File: src/rtl/cmdspi_pkg.sv
// Package: opcodes, transaction kinds and decode helpers shared by the
// command SPI slave. Assumes 8-bit bytes and exactly four status slots.
package cmdspi_pkg;
    localparam int         BYTE_W    = 8;
    localparam int         N_FAST    = 4;
    localparam logic [7:0] OP_REPLY  = 8'h44;
    localparam logic [7:0] OP_FAST_0 = 8'h50;
    localparam logic [7:0] OP_FAST_1 = 8'h51;
    localparam logic [7:0] OP_FAST_2 = 8'h53;
    localparam logic [7:0] OP_FAST_3 = 8'h57;

    typedef enum logic [1:0] {
        TXN_NONE  = 2'd0,
        TXN_FAST  = 2'd1,
        TXN_REPLY = 2'd2,
        TXN_CMD   = 2'd3
    } txn_kind_e;

    // True when the opcode selects a status burst
    function automatic logic is_fast(input logic [7:0] op);
        return (op == OP_FAST_0) || (op == OP_FAST_1) ||
               (op == OP_FAST_2) || (op == OP_FAST_3);
    endfunction

    // Start slot of a status burst for a given opcode
    function automatic logic [1:0] fast_slot(input logic [7:0] op);
        logic [1:0] s;
        case (op)
            OP_FAST_1: s = 2'd1;
            OP_FAST_2: s = 2'd2;
            OP_FAST_3: s = 2'd3;
            default:   s = 2'd0;
        endcase
        return s;
    endfunction
endpackage

File: src/rtl/spi_sync_edge.sv
// Brings SCLK, chip select and data-in into the system clock domain
// through a STAGES-deep flop chain and produces single-cycle edge strobes.
// Assumes the system clock is many times faster than SCLK.
module spi_sync_edge #(
    parameter int STAGES = 2
) (
    input  logic clk,
    input  logic rst_n,
    input  logic sclk_a,
    input  logic cs_n_a,
    input  logic mosi_a,
    output logic sclk_rise,
    output logic sclk_fall,
    output logic cs_fall,
    output logic cs_rise,
    output logic cs_n_s,
    output logic mosi_s
);
    localparam int              NSIG     = 3;
    localparam logic [NSIG-1:0] IDLE_LVL = 3'b010; // {mosi, cs_n, sclk}

    logic [NSIG-1:0] chain [STAGES];
    logic [NSIG-1:0] prev_q;
    logic [NSIG-1:0] cur;

    // Synchronizer chain plus one history stage for edge detection
    always_ff @(posedge clk) begin
        if (!rst_n) begin
            for (int i = 0; i < STAGES; i++) chain[i] <= IDLE_LVL;
            prev_q <= IDLE_LVL;
        end else begin
            chain[0] <= {mosi_a, cs_n_a, sclk_a};
            for (int i = 1; i < STAGES; i++) chain[i] <= chain[i-1];
            prev_q <= chain[STAGES-1];
        end
    end

    assign cur       = chain[STAGES-1];
    assign sclk_rise = cur[0] & ~prev_q[0];
    assign sclk_fall = ~cur[0] & prev_q[0];
    assign cs_fall   = ~cur[1] & prev_q[1];
    assign cs_rise   = cur[1] & ~prev_q[1];
    assign cs_n_s    = cur[1];
    assign mosi_s    = cur[2];
endmodule

File: src/rtl/spi_byte_shifter.sv
// Mode-0 byte shifter in the system clock domain: assembles received bytes
// on SCLK rising strobes and shifts out tx_byte on falling strobes, loading
// a new byte on the first fall after each received byte completes.
// Assumes tx_byte is settled a few cycles after rx_valid.
module spi_byte_shifter #(
    parameter int W = 8
) (
    input  logic         clk,
    input  logic         rst_n,
    input  logic         sclk_rise,
    input  logic         sclk_fall,
    input  logic         cs_n_s,
    input  logic         mosi_s,
    input  logic [W-1:0] tx_byte,
    output logic         rx_valid,
    output logic [W-1:0] rx_byte,
    output logic         miso
);
    localparam int CNT_W = $clog2(W);

    logic [CNT_W-1:0] bit_cnt_q;
    logic [W-1:0]     rx_sh_q;
    logic [W-1:0]     tx_sh_q;
    logic             load_pend_q;

    // Receive side: bit counter, shift register and byte strobe
    always_ff @(posedge clk) begin
        if (!rst_n || cs_n_s) begin
            bit_cnt_q <= '0;
            rx_sh_q   <= '0;
            rx_valid  <= 1'b0;
        end else begin
            rx_valid <= 1'b0;
            if (sclk_rise) begin
                rx_sh_q   <= {rx_sh_q[W-2:0], mosi_s};
                bit_cnt_q <= bit_cnt_q + 1'b1;
                if (bit_cnt_q == CNT_W'(W-1)) rx_valid <= 1'b1;
            end
        end
    end

    // Transmit side: load on the fall after a byte boundary, else shift
    always_ff @(posedge clk) begin
        if (!rst_n || cs_n_s) begin
            tx_sh_q     <= '0;
            load_pend_q <= 1'b0;
        end else begin
            if (rx_valid) load_pend_q <= 1'b1;
            if (sclk_fall) begin
                if (load_pend_q) begin
                    tx_sh_q     <= tx_byte;
                    load_pend_q <= 1'b0;
                end else begin
                    tx_sh_q <= {tx_sh_q[W-2:0], 1'b0};
                end
            end
        end
    end

    assign rx_byte = rx_sh_q;
    assign miso    = tx_sh_q[W-1];

    AST_CNT_CLEAR: assert property (@(posedge clk) disable iff (!rst_n)
        cs_n_s |=> (bit_cnt_q == '0) && !rx_valid);
endmodule

File: src/rtl/cmd_exec_stub.sv
// Stand-in for the command processor: on start it latches opcode and
// arguments, stays busy for delay+1 cycles, then writes response byte i as
// argument i XOR opcode. Assumes start is only raised while idle.
module cmd_exec_stub #(
    parameter int DEPTH = 4,
    parameter int DLY_W = 16
) (
    input  logic               clk,
    input  logic               rst_n,
    input  logic               start,
    input  logic [7:0]         start_op,
    input  logic [DEPTH*8-1:0] start_prm,
    input  logic [DLY_W-1:0]   delay,
    output logic               busy,
    output logic [DEPTH*8-1:0] resp
);
    logic [DLY_W-1:0]   cnt_q;
    logic               busy_q;
    logic [7:0]         op_q;
    logic [DEPTH*8-1:0] prm_q;
    logic [DEPTH*8-1:0] resp_q;
    logic [DEPTH*8-1:0] resp_nx;
    logic               done;

    assign done = busy_q && (cnt_q == '0);

    // Busy flag and countdown of the programmed execution time
    always_ff @(posedge clk) begin
        if (!rst_n) begin
            busy_q <= 1'b0;
            cnt_q  <= '0;
        end else if (start) begin
            busy_q <= 1'b1;
            cnt_q  <= delay;
        end else if (busy_q) begin
            if (cnt_q == '0) busy_q <= 1'b0;
            else             cnt_q  <= cnt_q - 1'b1;
        end
    end

    // Latch of the command being executed
    always_ff @(posedge clk) begin
        if (!rst_n) begin
            op_q  <= '0;
            prm_q <= '0;
        end else if (start) begin
            op_q  <= start_op;
            prm_q <= start_prm;
        end
    end

    // Per-byte response formation
    for (genvar i = 0; i < DEPTH; i++) begin : g_resp
        assign resp_nx[i*8 +: 8] = prm_q[i*8 +: 8] ^ op_q;
    end

    // Response buffer, written when execution ends
    always_ff @(posedge clk) begin
        if (!rst_n)    resp_q <= '0;
        else if (done) resp_q <= resp_nx;
    end

    assign busy = busy_q;
    assign resp = resp_q;

    AST_START_IDLE: assert property (@(posedge clk) disable iff (!rst_n)
        start |-> !busy_q);
    AST_BUSY_HOLD: assert property (@(posedge clk) disable iff (!rst_n)
        (busy_q && cnt_q != '0 && !start) |=> busy_q);
endmodule

File: src/rtl/cmd_spi_slave.sv
// Command SPI slave top: decodes the opcode of each transaction, collects
// arguments, answers handshake polls, serves the four-slot status burst
// from a snapshot taken at select fall, and starts the executor stub at
// select rise. Assumes clk is at least ten times the SCLK rate.
module cmd_spi_slave #(
    parameter int PARAM_DEPTH = 4,
    parameter int DLY_W       = 16,
    parameter int SYNC_STAGES = 2
) (
    input  logic             clk,
    input  logic             rst_n,
    input  logic             spi_sclk,
    input  logic             spi_cs_n,
    input  logic             spi_mosi,
    output logic             spi_miso,
    output logic             spi_miso_oe,
    input  logic [31:0]      fast_status,
    input  logic [DLY_W-1:0] exec_delay,
    output logic             cmd_error
);
    import cmdspi_pkg::*;

    localparam int IDX_W  = 8;
    localparam int PRM_W  = PARAM_DEPTH * BYTE_W;
    localparam int SNAP_W = N_FAST * BYTE_W;

    logic sclk_rise, sclk_fall, cs_fall, cs_rise, cs_n_s, mosi_s;
    logic rx_valid, miso_raw;
    logic [7:0] rx_byte;
    logic [7:0] tx_sel;

    txn_kind_e         kind_q;
    logic [IDX_W-1:0]  byte_idx_q;
    logic [1:0]        fast_start_q;
    logic              cts_ok_q;
    logic [7:0]        op_q;
    logic [PRM_W-1:0]  prm_q;
    logic [SNAP_W-1:0] snap_q;
    logic              err_q;
    logic              exec_start, exec_busy;
    logic [PRM_W-1:0]  exec_resp;
    logic [1:0]        slot;

    spi_sync_edge #(.STAGES(SYNC_STAGES)) u_sync (
        .clk(clk), .rst_n(rst_n),
        .sclk_a(spi_sclk), .cs_n_a(spi_cs_n), .mosi_a(spi_mosi),
        .sclk_rise(sclk_rise), .sclk_fall(sclk_fall),
        .cs_fall(cs_fall), .cs_rise(cs_rise),
        .cs_n_s(cs_n_s), .mosi_s(mosi_s)
    );

    spi_byte_shifter #(.W(BYTE_W)) u_shift (
        .clk(clk), .rst_n(rst_n),
        .sclk_rise(sclk_rise), .sclk_fall(sclk_fall),
        .cs_n_s(cs_n_s), .mosi_s(mosi_s), .tx_byte(tx_sel),
        .rx_valid(rx_valid), .rx_byte(rx_byte), .miso(miso_raw)
    );

    cmd_exec_stub #(.DEPTH(PARAM_DEPTH), .DLY_W(DLY_W)) u_exec (
        .clk(clk), .rst_n(rst_n),
        .start(exec_start), .start_op(op_q), .start_prm(prm_q),
        .delay(exec_delay), .busy(exec_busy), .resp(exec_resp)
    );

    assign exec_start = cs_rise && (kind_q == TXN_CMD);

    // Status snapshot, refreshed only when a transaction opens
    always_ff @(posedge clk) begin
        if (!rst_n)       snap_q <= '0;
        else if (cs_fall) snap_q <= fast_status;
    end

    // Opcode decode and byte position within the transaction
    always_ff @(posedge clk) begin
        if (!rst_n || cs_n_s) begin
            kind_q       <= TXN_NONE;
            byte_idx_q   <= '0;
            fast_start_q <= '0;
            cts_ok_q     <= 1'b0;
            if (!rst_n) op_q <= '0;
        end else if (rx_valid) begin
            byte_idx_q <= byte_idx_q + 1'b1;
            if (byte_idx_q == '0) begin
                if (is_fast(rx_byte)) begin
                    kind_q       <= TXN_FAST;
                    fast_start_q <= fast_slot(rx_byte);
                end else if (rx_byte == OP_REPLY) begin
                    kind_q   <= TXN_REPLY;
                    cts_ok_q <= !exec_busy;
                end else if (exec_busy) begin
                    kind_q <= TXN_NONE;
                end else begin
                    kind_q <= TXN_CMD;
                    op_q   <= rx_byte;
                end
            end
        end
    end

    // Argument capture; bytes beyond the buffer are dropped
    always_ff @(posedge clk) begin
        if (!rst_n || cs_fall) begin
            prm_q <= '0;
        end else if (rx_valid && kind_q == TXN_CMD) begin
            for (int k = 0; k < PARAM_DEPTH; k++)
                if (byte_idx_q == IDX_W'(k + 1)) prm_q[k*8 +: 8] <= rx_byte;
        end
    end

    // Error flag: set on a refused opcode, cleared on the next accepted one
    always_ff @(posedge clk) begin
        if (!rst_n) begin
            err_q <= 1'b0;
        end else if (exec_start) begin
            err_q <= 1'b0;
        end else if (!cs_n_s && rx_valid && byte_idx_q == '0 &&
                     !is_fast(rx_byte) && rx_byte != OP_REPLY && exec_busy) begin
            err_q <= 1'b1;
        end
    end

    assign slot = fast_start_q + byte_idx_q[1:0] - 2'd1;

    // Selection of the byte to shift out next
    always_comb begin
        tx_sel = '0;
        case (kind_q)
            TXN_FAST:  tx_sel = snap_q[{slot, 3'b000} +: 8];
            TXN_REPLY: begin
                if (byte_idx_q == IDX_W'(1)) begin
                    tx_sel = cts_ok_q ? 8'hFF : 8'h00;
                end else if (cts_ok_q) begin
                    for (int k = 0; k < PARAM_DEPTH; k++)
                        if (byte_idx_q == IDX_W'(k + 2)) tx_sel = exec_resp[k*8 +: 8];
                end
            end
            default:   tx_sel = '0;
        endcase
    end

    assign spi_miso    = cs_n_s ? 1'b0 : miso_raw;
    assign spi_miso_oe = !cs_n_s;
    assign cmd_error   = err_q;

    AST_SNAP_HOLD: assert property (@(posedge clk) disable iff (!rst_n)
        !cs_fall |=> $stable(snap_q));
    AST_ERR_CAUSE: assert property (@(posedge clk) disable iff (!rst_n)
        $rose(err_q) |-> $past(exec_busy));
    AST_ACCEPT_IDLE: assert property (@(posedge clk) disable iff (!rst_n)
        (rx_valid && byte_idx_q == '0 && !cs_n_s && exec_busy) |=> kind_q != TXN_CMD);

    if (SYNC_STAGES == 2) begin : g_oe_chk
        AST_OE_DESELECT: assert property (@(posedge clk) disable iff (!rst_n)
            ($past(spi_cs_n) && $past(spi_cs_n, 2)) |-> !spi_miso_oe);
    end
endmodule

File: config.mk
export PLATFORM = sky130hd
export DESIGN_NAME = cmd_spi_slave
export DESIGN_NICKNAME = d
export VERILOG_FILES = /design/src/rtl/cmdspi_pkg.sv /design/src/rtl/spi_sync_edge.sv /design/src/rtl/spi_byte_shifter.sv /design/src/rtl/cmd_exec_stub.sv /design/src/rtl/cmd_spi_slave.sv
export SDC_FILE = /design/constraint.sdc
export NUM_CORES = 1
export LEC_CHECK = 0
export CAP_MARGIN = 20
export CORE_MARGIN = 5
export CORE_UTILIZATION = 45
export CTS_CLUSTER_SIZE = 30
export DETAILED_ROUTE_END_ITERATION = 6
export PLACE_DENSITY = 0.6
export SYNTH_ARGS = -nofsm -noshare
export SYNTH_HDL_FRONTEND = slang
export SYNTH_SLANG_ARGS = --single-unit
File: constraint.sdc
create_clock -name clk -period 6.9 [get_ports clk]
set_input_delay 0.69 -clock clk [delete_from_list [all_inputs] [get_ports clk]]
set_output_delay 0.69 -clock clk [all_outputs]
set_load 0.01 [all_outputs]
==> parameters.txt, run 1 <==
Parameter                              Value

STA
  Total count of hold-check failures in the final report ... 0
  Post-route clock skew ... approximately 16 ps
  Max Transition Viols Final ... 0
  Actual transition at the worst max-transition pin ... 978 ps
  Fin Setup TNS ... 0 ps
  Max-slew headroom ... 34.2%
  Max Fclk ... 0.378 GHz
  Final worst-path cycle share ... 38.3%
  Final critical-path required period ... 2650 ps
  RSZ-0062 raised after global routing ... false
  Number of setup violations in the final report ... 0

Power
  Cell Pwr Density ... 236 nW/um^2
  Maximum vdd ir drop ... 0.000202 V
  Leakage power summed over all cells ... 3.50 nW

Cells and area
  Fin nets ... about 1100
  Layout cells sized above 1 ... 6.06%
  Multi-input logic area ... 4410 um^2
  Filler Cell Count ... roughly 1900
  Diode insertion count for antenna repair ... 0
  Register area ... 4160 um^2
  Area grow syn2layout ... 16.4%
  Final core utilization ... 53.2%

Global route
  Pin count of the biggest net entering global routing ... 86
  Antenna violations before repair ... 0
  Overall overflow remaining after global route ... 0
  Global-route wire length before repair ... 36600 um
  Total global-route track usage ... 20.1%
  Number of global-route vias before repair ... around 6700

Detailed routing
  Average via count per standard cell ... 5.46
  Total via count after detailed routing ... 7303
  Initial DRC count ... 512
  Avg WL per Cell ... 17.2 um
  Total routed wirelength ... 23100 um
  Antenna violation net count after detailed routing ... 0
  Residual DRC ... 0
  Detailed-router iteration count before antenna repair ... 4

Synthesis
  Mapped cell area ... between 8000 and 9000 um^2
  Mean cell area of the mapped netlist ... 8.55 um^2
  Number of distinct library cell variants in the gate-level netlist after synthesis ... just under 60
  Cell accounting for the most synthesized area ... dfxtp_1
  Top-count cell post-synth ... nand2_1
  Fraction of synthesis flops using an asynchronous set or reset pin ... 0%
  Top-area cell type share of the netlist area ... 43.9%
  Flip-flop and latch count after synthesis ... 204
  Count of warnings emitted by yosys ... 0
  Share of the yosys chip area belonging to registers ... 46.6%
  Post-synth top cells ... 220 x nand2_1, 196 x dfxtp_1, 132 x a21oi_1
  Cell count after synthesis ... 1044
  Syn_nets ... 1108
  Count of flip-flops with a built-in enable after synthesis ... 8
  Main area contributors after synthesis ... dfxtp_1 44%, nand2_1 9.2%, a21oi_1 7.4%
  Top FF cell, synth ... dfxtp_1

Clocking
  CTS sink cnt ... around 200
  Clock root buffer master ... clkbuf_16
  Number of cells upsized or downsized after cts ... 0
  TritonCTS clock tree ... yes
  Clock-pin slew on the worst setup and hold paths ... 60 ps
  Bufs on Longest Clock Path ... 3
  Buffers inserted by post-CTS timing repair ... 0
  Total clock buffers created by CTS ... 22
  Latest clock arrival within the worst-skew pair ... 500 ps
  Number of H-tree levels ... 1
  CTS Hold Bufs ... 0

Place
  Buffers added on ports ... 55
  GP Congestion ... 0.842
  Detailed placer's ending HPWL ... approximately 15000 um

Worst setup path
  Kind of capture point of the worst setup path ... flip-flop
  Critical path launch point ... rst_n
  Number of buffer and inverter instances along the worst setup path ... 2
  Delay of the slowest critical-path stage ... 600 ps
  Crit path max-delay cell type ... nor2b_1
  Crit Reg-Reg Startpoint ... byte_idx_q[0]
  Req. time, crit path ... around 7300 ps
  Data arrival time at the worst-slack endpoint ... 3050 ps
  Class of the most critical setup path ... in2reg
  Dominant delay contributor by cell family on the critical path ... simple AND/OR/NAND/NOR gates
  Kind of launch point of the worst setup path ... input pin
  Cell Chain, Critical Path ... clkdlybuf4s50_1 > buf_4 > nor2b_1 > nand2_1 > or2_2 > o311ai_0
  Worst Path Max Fanout ... 27

Die
  Die area ... 22800 um^2
  Count of standard-cell rows ... 51
  I/O pin cnt ... 56
  Effective utilization at floorplan ... 45.7%
  Die Y-Extent ... roughly 150 um
  Die outline width ... 151 um
  Area of the core ... 19500 um^2

Min path
  Class of the tightest hold or removal check ... reg2reg
  Startpoint of the lowest-slack hold path ... u_sync.chain[0][1]

Run status
  Run status ... complete, no violations

Job
  Count of max-cap constraint violations ... 0
==> stage by stage <==
step | setup WS, ps | std cells | power [W] | cell area, um^2 | hold slack [ps]
global route | 4080 | 1337 | 0.00253 | 10400 | 433
detailed placement | 3460 | 1295 | 0.00130 | 9620 | 397
CTS | 3940 | 1335 | 0.00248 | 10400 | 427
global placement | 3530 | 1295 | 0.00130 | 9620 | 403
floorplan | 4570 | 1044 | 0.00126 | 8930 | 386
finish | 4250 | 1337 | 0.00246 | 10400 | 421
==> report_power, final <==
part / switching (W) / internal, W / total, W
Clock: 0.000465 / 0.000712 / 0.00118
Combinational: 0.0000409 / 0.0000392 / 0.0000801
Sequential: 0.00000616 / 0.00119 / 0.00120
Total: 0.000512 / 0.00195 / 0.00246
==> cells by family (layout without fill, tap and decap cells) <==
| kind of cell | Yosys count | in the layout | share of synthesized area (%) |
|---|---|---|---|
| AO/OA/AOI/OAI | 255 | 255 | 17.3 |
| XOR/XNOR | 40 | 40 | 4.08 |
| adder cells (fa/ha/maj) | 11 | 11 | 1.54 |
| buffers and inverters | 101 | 129 | 4.33 |
| flip-flops | 204 | 204 | 46.6 |
| multiplexers | 48 | 48 | 5.52 |
| AND/OR/NAND/NOR | 385 | 385 | 20.6 |
==> layout make-up <==
type | count | area share, %
Multi-Input combinational cell | 739 | 42.4
Sequential cell | 204 | 40.1
Timing Repair Buffer | 69 | 6.57
Clock buffer | 35 | 6.55
Clock inverter | 5 | 0.482
Inverter | 20 | 0.734
Tap cell | 265 | 3.19
==> sequential cells by signal, indices dropped and copies added, names as in the netlist, 2 cells and up <==
name	cells
fast_start_q	2
u_sync.chain	6
u_shift.rx_byte	8
u_shift.bit_cnt_q	3
snap_q	32
op_q	8
u_exec.prm_q	32
u_exec.cnt_q	16
prm_q	32
u_exec.resp	32
u_exec.op_q	8
u_sync.prev_q	2
byte_idx_q	8
u_shift.tx_sh_q	8
kind_q	2
==> worst paths after layout <==
kind | endpoint | slack (ps) | cells after the start
hold / removal | u_sync.chain[0][4] | 420 | 1
setup / recovery | u_shift.tx_sh_q[0] | 4250 | 6
setup reg to reg | u_shift.tx_sh_q[1] | 4360 | 6
hold reg to reg | u_sync.chain[0][4] | 420 | 1
==> per-layer routing <==
layer | part of all wire, % | track usage [%] | routed length, um | up-vias
met5 | 0 | 0 | 0 | -
met4 | 1.7 | 4.03 | 393 | 0
met3 | 3.9 | 2.72 | 898 | 31
met2 | 45 | 31.7 | 10500 | 110
met1 | 49 | 29.5 | 11300 | 3473
li1 | - | - | - | 3689
==> worst reg2reg max path: stages, from the launching register on <==
cell and delay (ps):
dfxtp_1 420, inv_1 130, ha_1 400, and3b_1 250, a2111oi_0 680, a2111oi_0 210
a211o_1 330
==> layout by cell type (no fill, tap or decap), drive strengths merged, types with 14 or more instances in the layout <==
cell type      count
nand2            220
dfxtp            196
a21oi            132
clkdlybuf4s50     55
mux2i             47
nor2              39
clkbuf            35
a211oi            34
xnor2             34
o21ai             24
inv               19
and2              16
a31oi             15
or3               14
buf               14
Note: power is estimated with default switching activity, not from simulation.
==> run 2, diff against run 1 <==
- PLACE_DENSITY: 0.6 -> 0.63
- clock period: 6.9 -> 2.3 ns (I/O delays scaled with it)
==> parameters.txt, run 2 (synthesis results as in run 1) <==
Parameter                              Value

STA
  Fin Setup TNS ... 0 ps
  Actual transition at the worst max-transition pin ... between 600 and 700 ps
  Total count of hold-check failures in the final report ... 0
  Post-route clock skew ... ~14 ps
  Max-slew headroom ... 56.0%
  Final worst-path cycle share ... 92.8%
  RSZ-0062 raised after global routing ... false
  Max Transition Viols Final ... 0
  Number of setup violations in the final report ... 0
  Max Fclk ... 0.468 GHz
  Final critical-path required period ... 2130 ps

Die
  Die outline width ... 151 um
  I/O pin cnt ... 56
  Area of the core ... around 20000 um^2
  Count of standard-cell rows ... 51
  Die area ... 22800 um^2
  Effective utilization at floorplan ... 45.7%
  Die Y-Extent ... between 150 and 200 um

Place
  Dpl cell area ... approximately 10000 um^2
  GP Congestion ... 0.865
  Detailed placer's ending HPWL ... 16600 um
  Buffers added on ports ... 55

Cells and area
  Most frequent standard cell in the layout excluding fill and tap cells ... nand2_1
  Layout cells sized above 1 ... 10.2%
  Most frequent cells in the layout ... 220 x nand2_1, 196 x dfxtp_1, 132 x a21oi_1, 55 x clkdlybuf4s50_1, 55 x buf_4
  Final instance area ... ~11000 um^2
  Filler Cell Count ... between 1500 and 2000
  Area grow syn2layout ... 21.5%
  Final core utilization ... a little under three fifths
  Diode insertion count for antenna repair ... 0
  Fin nets ... between 1000 and 1500

Run status
  Run status ... complete, no violations

Worst setup path
  Kind of launch point of the worst setup path ... flip-flop
  Kind of capture point of the worst setup path ... flip-flop
  Data arrival time at the worst-slack endpoint ... 2580 ps
  Class of the most critical setup path ... reg2reg
  Req. time, crit path ... 2750 ps
  Worst Path Max Fanout ... 9

Clocking
  Clock root buffer master ... clkbuf_16
  Total clock buffers created by CTS ... 22
  CTS Hold Bufs ... 0
  CTS sink cnt ... 204
  Clock-pin slew on the worst setup and hold paths ... about 60 ps
  Latest clock arrival within the worst-skew pair ... 500 ps
  Number of H-tree levels ... 1
  Bufs on Longest Clock Path ... 3
  TritonCTS clock tree ... yes

Power
  Leakage power summed over all cells ... 3.77 nW
  Design Power ... 0.00756 W
  Cell Pwr Density ... 697 nW/um^2
  Maximum vdd ir drop ... 0.000427 V

Detailed routing
  Avg WL per Cell ... 17.2 um
  Antenna violation net count after detailed routing ... 0
  Residual DRC ... 0
  Average via count per standard cell ... ~5.4
  Initial DRC count ... 504
  Total routed wirelength ... 23800 um
  Total via count after detailed routing ... 7448
  Detailed-router iteration count before antenna repair ... 4

Min path
  Class of the tightest hold or removal check ... in2reg

Global route
  Overall overflow remaining after global route ... 0
  Pin count of the biggest net entering global routing ... 93
  Global-route wire length before repair ... approximately 38000 um
  Antenna violations before repair ... 0
  Total global-route track usage ... 20.9%
  Number of global-route vias before repair ... between 7000 and 8000

Job
  Count of max-cap constraint violations ... 0
==> run 2: stage by stage <==
step                      setup WS (ps)  hold WS [ps]  instances
after global placement             36.1           416       1345
after floorplan                     172           331       1044
final                               165           280       1384
after global routing               9.65           275       1384
after detailed placement           47.6           420       1345
after CTS                           105           262       1384
==> run 2: timing repair <==
item                                    CTS  global route
gates resized for setup                   1             1
setup buffers                             0             0
pin swaps                                 0             0
endpoints found under the setup margin    1             1
==> run 2: where the power goes <==
part	switching, W	total, W	internal, W
registers	0.0000170	0.00360	0.00358
clock network	0.00142	0.00371	0.00229
logic	0.000128	0.000252	0.000125
==> run 2: worst paths after layout <==
check | from | to | slack [ps] | cells after the start
worst max register to register | byte_idx_q[0] | u_shift.tx_sh_q[4] | 170 | 7
worst min register to register | u_sync.chain[0][0] | u_sync.chain[0][3] | 430 | 1
worst min-delay path | fast_status[18] | snap_q[18] | 280 | 3
worst max-delay path | byte_idx_q[0] | u_shift.tx_sh_q[4] | 170 | 7
==> run 2: layout make-up <==
cell class                 instances  area, um^2  share of cell area (%)
inverter                          20        76.3                   0.703
multi-input combinational        739        4420                    40.7
timing repair buffer             117        1100                    10.2
sequential                       204        4160                    38.4
clock buffer                      33         653                    6.02
tap                              265         332                    3.06
clock inverter                     6         105                   0.968
==> run 2: metal layers <==
metal,track usage (%),vias up,part of all wire (%)
li1,-,3773,-
met1,30.3,3498,49
met2,32.5,148,45
met3,2.96,29,4.2
met4,6.07,0,2.1
met5,0,-,0
==> run 2: critical path: stages, from the launching register on <==
cell	delay, ps
dfxtp_1	350
inv_1	140
ha_1	370
a21oi_1	120
a211o_1	300
a2111oi_0	520
buf_4	190
or3_1	90
==> run 3, diff against run 2 <==
- PLACE_DENSITY: 0.63 -> 0.71
==> parameters.txt, run 3 (synthesis results as in run 1) <==
Parameter                              Value

Run status
  Run status ... complete, no violations

STA
  RSZ-0062 raised after global routing ... false
  Max Fclk ... ~0.46 GHz
  Max Transition Viols Final ... 0
  Actual transition at the worst max-transition pin ... around 700 ps
  Final critical-path required period ... 2160 ps
  Max-slew headroom ... between 50 and 60%
  Total count of hold-check failures in the final report ... 0
  Number of setup violations in the final report ... 0
  Post-route clock skew ... 9.40 ps
  Fin Setup TNS ... 0 ps
  Final worst-path cycle share ... 93.9%

Place
  Buffers added on ports ... 55
  Detailed placer's ending HPWL ... 15900 um
  GP Congestion ... 0.894
  Total placed cells including tap cells ... 1328
  Dpl cell area ... 9960 um^2

Job
  Count of max-cap constraint violations ... 0

Cells and area
  Area grow syn2layout ... 20.0%
  Most frequent standard cell in the layout excluding fill and tap cells ... nand2_1
  Multi-input logic area ... 4420 um^2
  Final core utilization ... around 55%
  Number of standard cells in the final layout excluding fillers ... 1370
  Filler Cell Count ... 1812
  Diode insertion count for antenna repair ... 0
  Layout cells sized above 1 ... under 10%
  Fin nets ... 1152
  Final instance area ... 10700 um^2
  Register area ... 4160 um^2
  Most frequent cells in the layout ... 220 x nand2_1, 196 x dfxtp_1, 132 x a21oi_1, 55 x clkdlybuf4s50_1, 47 x mux2i_1

Die
  Die Y-Extent ... 151 um
  Area of the core ... 19500 um^2
  Count of standard-cell rows ... a little over 50
  Die area ... 22800 um^2
  Die outline width ... 151 um
  I/O pin cnt ... 56
  Effective utilization at floorplan ... 45.7%

Worst setup path
  Kind of launch point of the worst setup path ... flip-flop
  Worst Path Max Fanout ... 7
  Req. time, crit path ... 2730 ps
  Kind of capture point of the worst setup path ... flip-flop
  Data arrival time at the worst-slack endpoint ... 2590 ps
  Class of the most critical setup path ... reg2reg

Detailed routing
  Total routed wirelength ... 23200 um
  Avg WL per Cell ... 16.9 um
  Detailed-router iteration count before antenna repair ... 5
  Total via count after detailed routing ... 7581
  Antenna violation net count after detailed routing ... 0
  Initial DRC count ... between 700 and 800
  Residual DRC ... 0
  Average via count per standard cell ... about 5.5

Power
  Cell Pwr Density ... 693 nW/um^2
  Leakage power summed over all cells ... 3.67 nW
  Maximum vdd ir drop ... 0.000460 V

Clocking
  Latest clock arrival within the worst-skew pair ... roughly 510 ps
  Clock-pin slew on the worst setup and hold paths ... 60 ps
  Clock root buffer master ... clkbuf_16
  Number of H-tree levels ... 1
  Total clock buffers created by CTS ... 23
  Bufs on Longest Clock Path ... 3
  CTS sink cnt ... 204
  Buffers inserted by post-CTS timing repair ... 0
  CTS Hold Bufs ... 0
  TritonCTS clock tree ... yes

Global route
  Number of global-route vias before repair ... approximately 7000
  Overall overflow remaining after global route ... 0
  Global-route wire length before repair ... between 30000 and 40000 um
  Total global-route track usage ... roughly 20%
  Pin count of the biggest net entering global routing ... 82
  Antenna violations before repair ... 0

Min path
  Class of the tightest hold or removal check ... in2reg
[run 3: cell count changes in the layout (fill, tap and decap cells not counted), sizes merged]
cell      change
bufinv        -2
clkinv        -1
buf          -17
inv           +2
clkbuf        +2
clkinvlp      +2
[run 3: power breakdown]
| part | internal (W) | total, W | switching [W] |
|---|---|---|---|
| combinational | 0.000124 | 0.000249 | 0.000125 |
| clock | 0.00213 | 0.00357 | 0.00144 |
| sequential | 0.00358 | 0.00360 | 0.0000158 |
[run 3: worst paths after layout]
kind                         to                from  slack, ps  cells after the start
max reg2reg    u_exec.cnt_q[12]     u_exec.cnt_q[2]        140                      4
min reg2reg  u_sync.chain[0][4]  u_sync.chain[0][1]        410                      1
min                  snap_q[25]     fast_status[25]        270                      3
max            u_exec.cnt_q[12]     u_exec.cnt_q[2]        140                      4
[run 3: metal layers]
| metal | vias up | global-route usage [%] | wire [um] |
|---|---|---|---|
| met2 | 181 | 31.1 | 10500 |
| met5 | - | 0 | 0 |
| met1 | 3607 | 29.2 | 10800 |
| li1 | 3751 | - | - |
| met4 | 0 | 5.89 | 622 |
| met3 | 42 | 2.99 | 1310 |
[run 3: layout make-up]
class	count	share of cell area (%)
multi-input combinational	739	41.3
clock inverter	7	0.689
timing repair buffer	100	9.11
clock buffer	35	6.26
inverter	20	0.713
tap	265	3.10
sequential	204	38.9
[run 3: metrics by stage]
| step | worst slack (ps) | total power (W) | hold slack (ps) |
|---|---|---|---|
| 3_5_place_dp | 68.5 | 0.00393 | 399 |
| 5_1_grt | 17.3 | 0.00766 | 273 |
| 4_1_cts | 38.7 | 0.00750 | 256 |
| 3_3_place_gp | 121 | 0.00392 | 395 |
| 2_1_floorplan | 172 | 0.00378 | 331 |
| 6_report | 141 | 0.00742 | 270 |
[run 3: critical path: stages (launching register included)]
cell,delay (ps)
dfxtp_1,340
or4_1,540
or3_1,510
or4_1,510
a31oi_1,190
[run 3: timing repair]
action                     4_1_cts  5_1_grt
setup endpoints to repair        0        5
hold endpoints to repair         0        0
resized for setup                0        3
